$ cat src/rtl/gpio_pkg.sv
package gpio_pkg;
    typedef enum logic [1:0] {
        BUS_IDLE = 2'd0,
        BUS_XFER = 2'd1,
        BUS_ACK  = 2'd2
    } bus_state_t;

    localparam logic [1:0] ADR_DIR = 2'd0;
    localparam logic [1:0] ADR_OUT = 2'd1;
    localparam logic [1:0] ADR_IN  = 2'd2;
endpackage

$ cat src/rtl/gpio_bus_fsm.sv
module gpio_bus_fsm
    import gpio_pkg::*;
#(
    parameter int WIDTH  = 8,
    parameter int ADDR_W = 2
) (
    input  logic              clk,
    input  logic              rst_n,
    input  logic              req,
    input  logic              we,
    input  logic [ADDR_W-1:0] addr,
    input  logic [WIDTH-1:0]  wdata,
    input  logic [WIDTH-1:0]  rd_dir,
    input  logic [WIDTH-1:0]  rd_out,
    input  logic [WIDTH-1:0]  rd_in,
    output logic              wr_dir,
    output logic              wr_out,
    output logic [WIDTH-1:0]  wr_data,
    output logic              ack,
    output logic [WIDTH-1:0]  rdata
);
    bus_state_t        state_q, state_d;
    logic              we_q;
    logic [ADDR_W-1:0] addr_q;
    logic [WIDTH-1:0]  wdata_q;
    logic [WIDTH-1:0]  sel_data;

    always_comb begin
        state_d = state_q;
        unique case (state_q)
            BUS_IDLE: if (req) state_d = BUS_XFER;
            BUS_XFER: state_d = BUS_ACK;
            BUS_ACK:  state_d = BUS_IDLE;
            default:  state_d = BUS_IDLE;
        endcase
    end

    always_ff @(posedge clk or negedge rst_n) begin
        if (!rst_n) begin
            state_q <= BUS_IDLE;
            we_q    <= 1'b0;
            addr_q  <= '0;
            wdata_q <= '0;
            rdata   <= '0;
        end else begin
            state_q <= state_d;
            if (state_q == BUS_IDLE && req) begin
                we_q    <= we;
                addr_q  <= addr;
                wdata_q <= wdata;
            end
            if (state_q == BUS_XFER) rdata <= sel_data;
        end
    end

    always_comb begin
        unique case (addr_q)
            ADR_DIR: sel_data = rd_dir;
            ADR_OUT: sel_data = rd_out;
            ADR_IN:  sel_data = rd_in;
            default: sel_data = '0;
        endcase
    end

    always_comb begin
        wr_dir  = 1'b0;
        wr_out  = 1'b0;
        ack     = 1'b0;
        wr_data = wdata_q;
        unique case (state_q)
            BUS_IDLE: ;
            BUS_XFER: begin
                wr_dir = we_q && (addr_q == ADR_DIR);
                wr_out = we_q && (addr_q == ADR_OUT);
            end
            BUS_ACK:  ack = 1'b1;
            default:  ;
        endcase
    end
endmodule

$ cat src/rtl/gpio_regs.sv
module gpio_regs #(
    parameter int WIDTH = 8
) (
    input  logic             clk,
    input  logic             sys_rst_n,
    input  logic             wr_dir,
    input  logic             wr_out,
    input  logic [WIDTH-1:0] wr_data,
    output logic [WIDTH-1:0] dir_q,
    output logic [WIDTH-1:0] out_q
);
    always_ff @(posedge clk or negedge sys_rst_n) begin
        if (!sys_rst_n) begin
            dir_q <= '0;
            out_q <= '0;
        end else begin
            if (wr_dir) dir_q <= wr_data;
            if (wr_out) out_q <= wr_data;
        end
    end
endmodule

$ cat src/rtl/gpio_pin_ctrl.sv
module gpio_pin_ctrl #(
    parameter int WIDTH = 8
) (
    input  logic [WIDTH-1:0] dir_q,
    input  logic [WIDTH-1:0] out_q,
    output logic [WIDTH-1:0] pad_out,
    output logic [WIDTH-1:0] pad_oe,
    output logic [WIDTH-1:0] pad_pu
);
    for (genvar i = 0; i < WIDTH; i++) begin : g_pin
        assign pad_oe[i]  = dir_q[i];
        assign pad_out[i] = dir_q[i] & out_q[i];
        assign pad_pu[i]  = ~dir_q[i] & out_q[i];
    end
endmodule

$ cat src/rtl/gpio_in_sync.sv
module gpio_in_sync #(
    parameter int WIDTH  = 8,
    parameter int STAGES = 2
) (
    input  logic             clk,
    input  logic             rst_n,
    input  logic [WIDTH-1:0] d,
    output logic [WIDTH-1:0] q
);
    logic [WIDTH-1:0] stage_q [STAGES];

    for (genvar s = 0; s < STAGES; s++) begin : g_stage
        always_ff @(posedge clk or negedge rst_n) begin
            if (!rst_n) stage_q[s] <= '0;
            else if (s == 0) stage_q[s] <= d;
            else stage_q[s] <= stage_q[(s == 0) ? 0 : s-1];
        end
    end

    assign q = stage_q[STAGES-1];
endmodule

$ cat src/rtl/gpio_port.sv
module gpio_port #(
    parameter int WIDTH       = 8,
    parameter int ADDR_W      = 2,
    parameter int SYNC_STAGES = 2
) (
    input  logic              clk,
    input  logic              sys_rst_n,
    input  logic              pf_rst_n,
    input  logic              req,
    input  logic              we,
    input  logic [ADDR_W-1:0] addr,
    input  logic [WIDTH-1:0]  wdata,
    output logic [WIDTH-1:0]  rdata,
    output logic              ack,
    input  logic [WIDTH-1:0]  pad_in,
    output logic [WIDTH-1:0]  pad_out,
    output logic [WIDTH-1:0]  pad_oe,
    output logic [WIDTH-1:0]  pad_pu
);
    logic             bus_rst_n;
    logic             wr_dir, wr_out;
    logic [WIDTH-1:0] wr_data, dir_q, out_q, in_sync;

    assign bus_rst_n = sys_rst_n & pf_rst_n;

    gpio_bus_fsm #(.WIDTH(WIDTH), .ADDR_W(ADDR_W)) u_bus (
        .clk(clk), .rst_n(bus_rst_n), .req(req), .we(we), .addr(addr),
        .wdata(wdata), .rd_dir(dir_q), .rd_out(out_q), .rd_in(in_sync),
        .wr_dir(wr_dir), .wr_out(wr_out), .wr_data(wr_data),
        .ack(ack), .rdata(rdata)
    );

    gpio_regs #(.WIDTH(WIDTH)) u_regs (
        .clk(clk), .sys_rst_n(sys_rst_n), .wr_dir(wr_dir), .wr_out(wr_out),
        .wr_data(wr_data), .dir_q(dir_q), .out_q(out_q)
    );

    gpio_pin_ctrl #(.WIDTH(WIDTH)) u_pins (
        .dir_q(dir_q), .out_q(out_q),
        .pad_out(pad_out), .pad_oe(pad_oe), .pad_pu(pad_pu)
    );

    gpio_in_sync #(.WIDTH(WIDTH), .STAGES(SYNC_STAGES)) u_sync (
        .clk(clk), .rst_n(bus_rst_n), .d(pad_in), .q(in_sync)
    );
endmodule

$ cat config.mk
export PLATFORM = sky130hd
export DESIGN_NAME = gpio_port
export DESIGN_NICKNAME = d
export VERILOG_FILES = /design/src/rtl/gpio_pkg.sv /design/src/rtl/gpio_bus_fsm.sv /design/src/rtl/gpio_regs.sv /design/src/rtl/gpio_pin_ctrl.sv /design/src/rtl/gpio_in_sync.sv /design/src/rtl/gpio_port.sv
export SDC_FILE = /design/constraint.sdc
export NUM_CORES = 1
export LEC_CHECK = 0
export BUFFER_PORTS_ARGS = -buffer_cell sky130_fd_sc_hd__buf_2
export CORE_MARGIN = 3
export CORE_UTILIZATION = 52
export DETAILED_ROUTE_END_ITERATION = 6
export HOLD_SLACK_MARGIN = 0.06
export PLACE_DENSITY = 0.88
export RECOVER_POWER = 50
export SLEW_MARGIN = 10
export SYNTH_ARGS = -nofsm -noshare
export SYNTH_HDL_FRONTEND = slang
export SYNTH_SLANG_ARGS = --single-unit
$ cat constraint.sdc
create_clock -name clk -period 1.9 [get_ports clk]
set_input_delay 0.285 -clock clk [delete_from_list [all_inputs] [get_ports clk]]
set_output_delay 0.285 -clock clk [all_outputs]
set_load 0.02 [all_outputs]
==> impl_metrics.yaml <==
status:
  outcome: "complete, no violations"
logic_synthesis:
  synth-xor-area-share: 0
  yosysSeqAreaShare: 0.621
  avgSynthCellArea_um2: 14.2
  synthMuxAreaShare: 0.194
  synthTopCellsByArea: "dfrtp_1 (62%), mux2_2 (10%), mux2_4 (5.6%)"
  synth_top_cell_area_share: 0.621
  synth_compound_gate_area_share: 0.0234
  synth_cells: 150
  syn_nets: 173
  synth_top_area_cell: "dfrtp_1"
  synthAdderAreaFrac: 0
  synth-seq-cells: 53
  synth_cell_types: 20
  yosys.area_share.simple: 0.136
  synth_area_um2: 2140
  ys_warn_count: 0
  synth_top_family_by_area: "multiplexers"
critical_path:
  crit_type: "flop to flop"
  critPathCaptureType: "flop"
  crit_path_start_kind: "flop"
  required_ps: 2070
  path_max_fanout: 8
  reg2reg_slack_ps: 270
  cp.arrival_ps: 1810
global_route:
  grt_pass1_wl_um: 6310
  grt_max_degree: 38
  antenna_found_initial: 0
  first_global_vias: 1358
  track_usage: 0.162
  overflow: 0
floorplan:
  die_area_um2: 4910
  start_util: 0.562
  fp.coreArea_um2: 3800
  die_w_um: 70.1
  row_count: 22
  io-pin-count: 56
  die_y_um: 70.1
power_and_ir_drop:
  vdd_ir_drop_max_uv: 931
  p_seq_frac: 0.458
  intPower_w: 0.00242
  pwr-share-clk: 0.172
  power.share.switching: 0.372
  p_total_w: 0.00386
  p_per_area_nw_per_um2: 1520
  combPwrFrac: 0.370
  leakage_nw: 1.20
  p_sw_w: 0.00143
clock_tree:
  htreeDepth: 2
  clk_latency_ps: 290
  cts_made_buffers: 5
  clk_path_buf_depth: 2
  cts_sinks: 53
  clk_pin_slew_ps: 90
  root_buffer: "clkbuf_8"
  cts.repair.resized: 0
  tritoncts: "yes"
layout:
  areaGrowthSynthToFinish_pct: 18.5
  fillers: 294
  final_common_cell: "dfrtp_1"
  antenna_cells: 0
  drive_gt1_frac: 0.376
  mostFrequentLayoutCells: "dfrtp_1 (53), buf_2 (31), clkbuf_1 (28), mux2_2 (19), nor2b_1 (9)"
  final_nets: 235
hold_path:
  worstHoldPathType: "input port to flop"
timing:
  setup_viol: 0
  setup-tns-final_ps: 0
  hold_ws_ps: 94.2
  tightest_slew_ps: 843
  maxSlewViolCount: 0
  period_share: 0.860
  relSlewSlack: 0.438
  rsz0062_at_grt: "false"
  fmax_mhz: 612
  fin_crit_ps: 1630
  clock_skew_ps: 9.78
  hold_viol_final: 0
  final.setup.worst_slack_ps: 265
routing:
  highest_layer: "met3"
  detail_route.vias_per_cell: 5.07
  routed_wl_um: 3770
  drt_iter0_drc: 41
  ant_nets: 0
  route.detailed.drc: 0
  route.vias.total: 1322
  route.met3.wl_um: 180
  wl_per_cell_um: 14.5
  firstDrtPassIters: 5
  wl_met2_um: 1970
  met1_length_um: 1620
placement:
  dp_hpwl_um: 2860
  numPortBuffers: 55
  post-place-ws_ps: 435
  place.gp.congestion: 0.718
job:
  maxCapViolations: 0
-- worst max-delay path: stages (launching register included) --
cell,delay [ps]
dfrtp_1,420
nor3b_1,290
clkbuf_1,420
mux2_2,390
-- sequential cells by signal (all words and copies together), names as in the netlist --
register,count
u_regs.dir_q,8
u_bus.wr_data,8
u_sync.q,8
u_bus.we_q,1
u_sync.stage_q,8
u_bus.addr_q,2
u_bus.state_q,2
u_regs.out_q,8
u_bus.rdata,8
-- per-layer routing --
layer / vias to the layer above / global-route usage
met5: - / 0
met4: 0 / 0.0255
met3: 0 / 0.0403
met2: 34 / 0.285
met1: 661 / 0.205
li1: 627 / -
-- what timing repair did --
item                                   in CTS  in global routing
endpoints found under the hold margin      16                  0
buffers inserted                            0                  0
hold buffers                                1                  0
-- synthesized netlist by cell type --
cell type and count:
buf_6 3, nor2b_1 9, mux2i_1 8, buf_2 1, nor2b_4 1, nand2_1 8
nand4b_2 1, mux2_4 8, buf_1 1, or2_2 8, buf_4 1, dfrtp_1 53
nor4bb_4 1, and2b_1 1, a31oi_1 8, nor2_1 8, mux2_2 19, and2_1 9
nor3b_1 1, clkbuf_1 1
-- power groups by stage --
stage / sequential, W / combinational [W] / clock, W
final: 0.00177 / 0.00143 / 0.000663
after global routing: 0.00183 / 0.00155 / 0.000743
after CTS: 0.00177 / 0.00152 / 0.000681
after detailed placement: 0.00179 / 0.00152 / 0
after global placement: 0.00177 / 0.00148 / 0
after floorplan: 0.00191 / 0.000887 / 0
-- kinds of logic after synthesis --
kind of cell	count (synthesis)
flip-flops	53
AND/OR/NAND/NOR	47
multiplexers	35
AO/OA/AOI/OAI	8
buffers and inverters	7
-- per-stage QoR --
step           cells  area [um^2]  utilization
2_1_floorplan    150         2140            -
3_3_place_gp     252         2470        0.650
3_5_place_dp     252         2470        0.650
4_1_cts          261         2580        0.679
5_1_grt          261         2530        0.666
6_report         261         2530        0.666
-- final timing paths --
kind,to,start,depth (start not counted)
max,u_bus.addr_q[1],u_bus.state_q[1],3
min,u_sync.stage_q[11],pad_in[3],1
max reg2reg,u_bus.addr_q[1],u_bus.state_q[1],3
min reg2reg,u_sync.q[1],u_sync.stage_q[9],0
max in group asynchronous,u_bus.rdata[1],sys_rst_n,3
min in group asynchronous,u_bus.wr_data[3],pf_rst_n,2
-- final cells by class --
class / instances / area [um^2] / share of cell area
tap: 48 / 60.1 / 0.0237
multi-input combinational: 90 / 757 / 0.299
sequential: 53 / 1330 / 0.524
clock inverter: 1 / 5.00 / 0.00198
timing repair buffer: 62 / 285 / 0.113
clock buffer: 7 / 96.3 / 0.0381
Power figures use the tool's default switching activity.
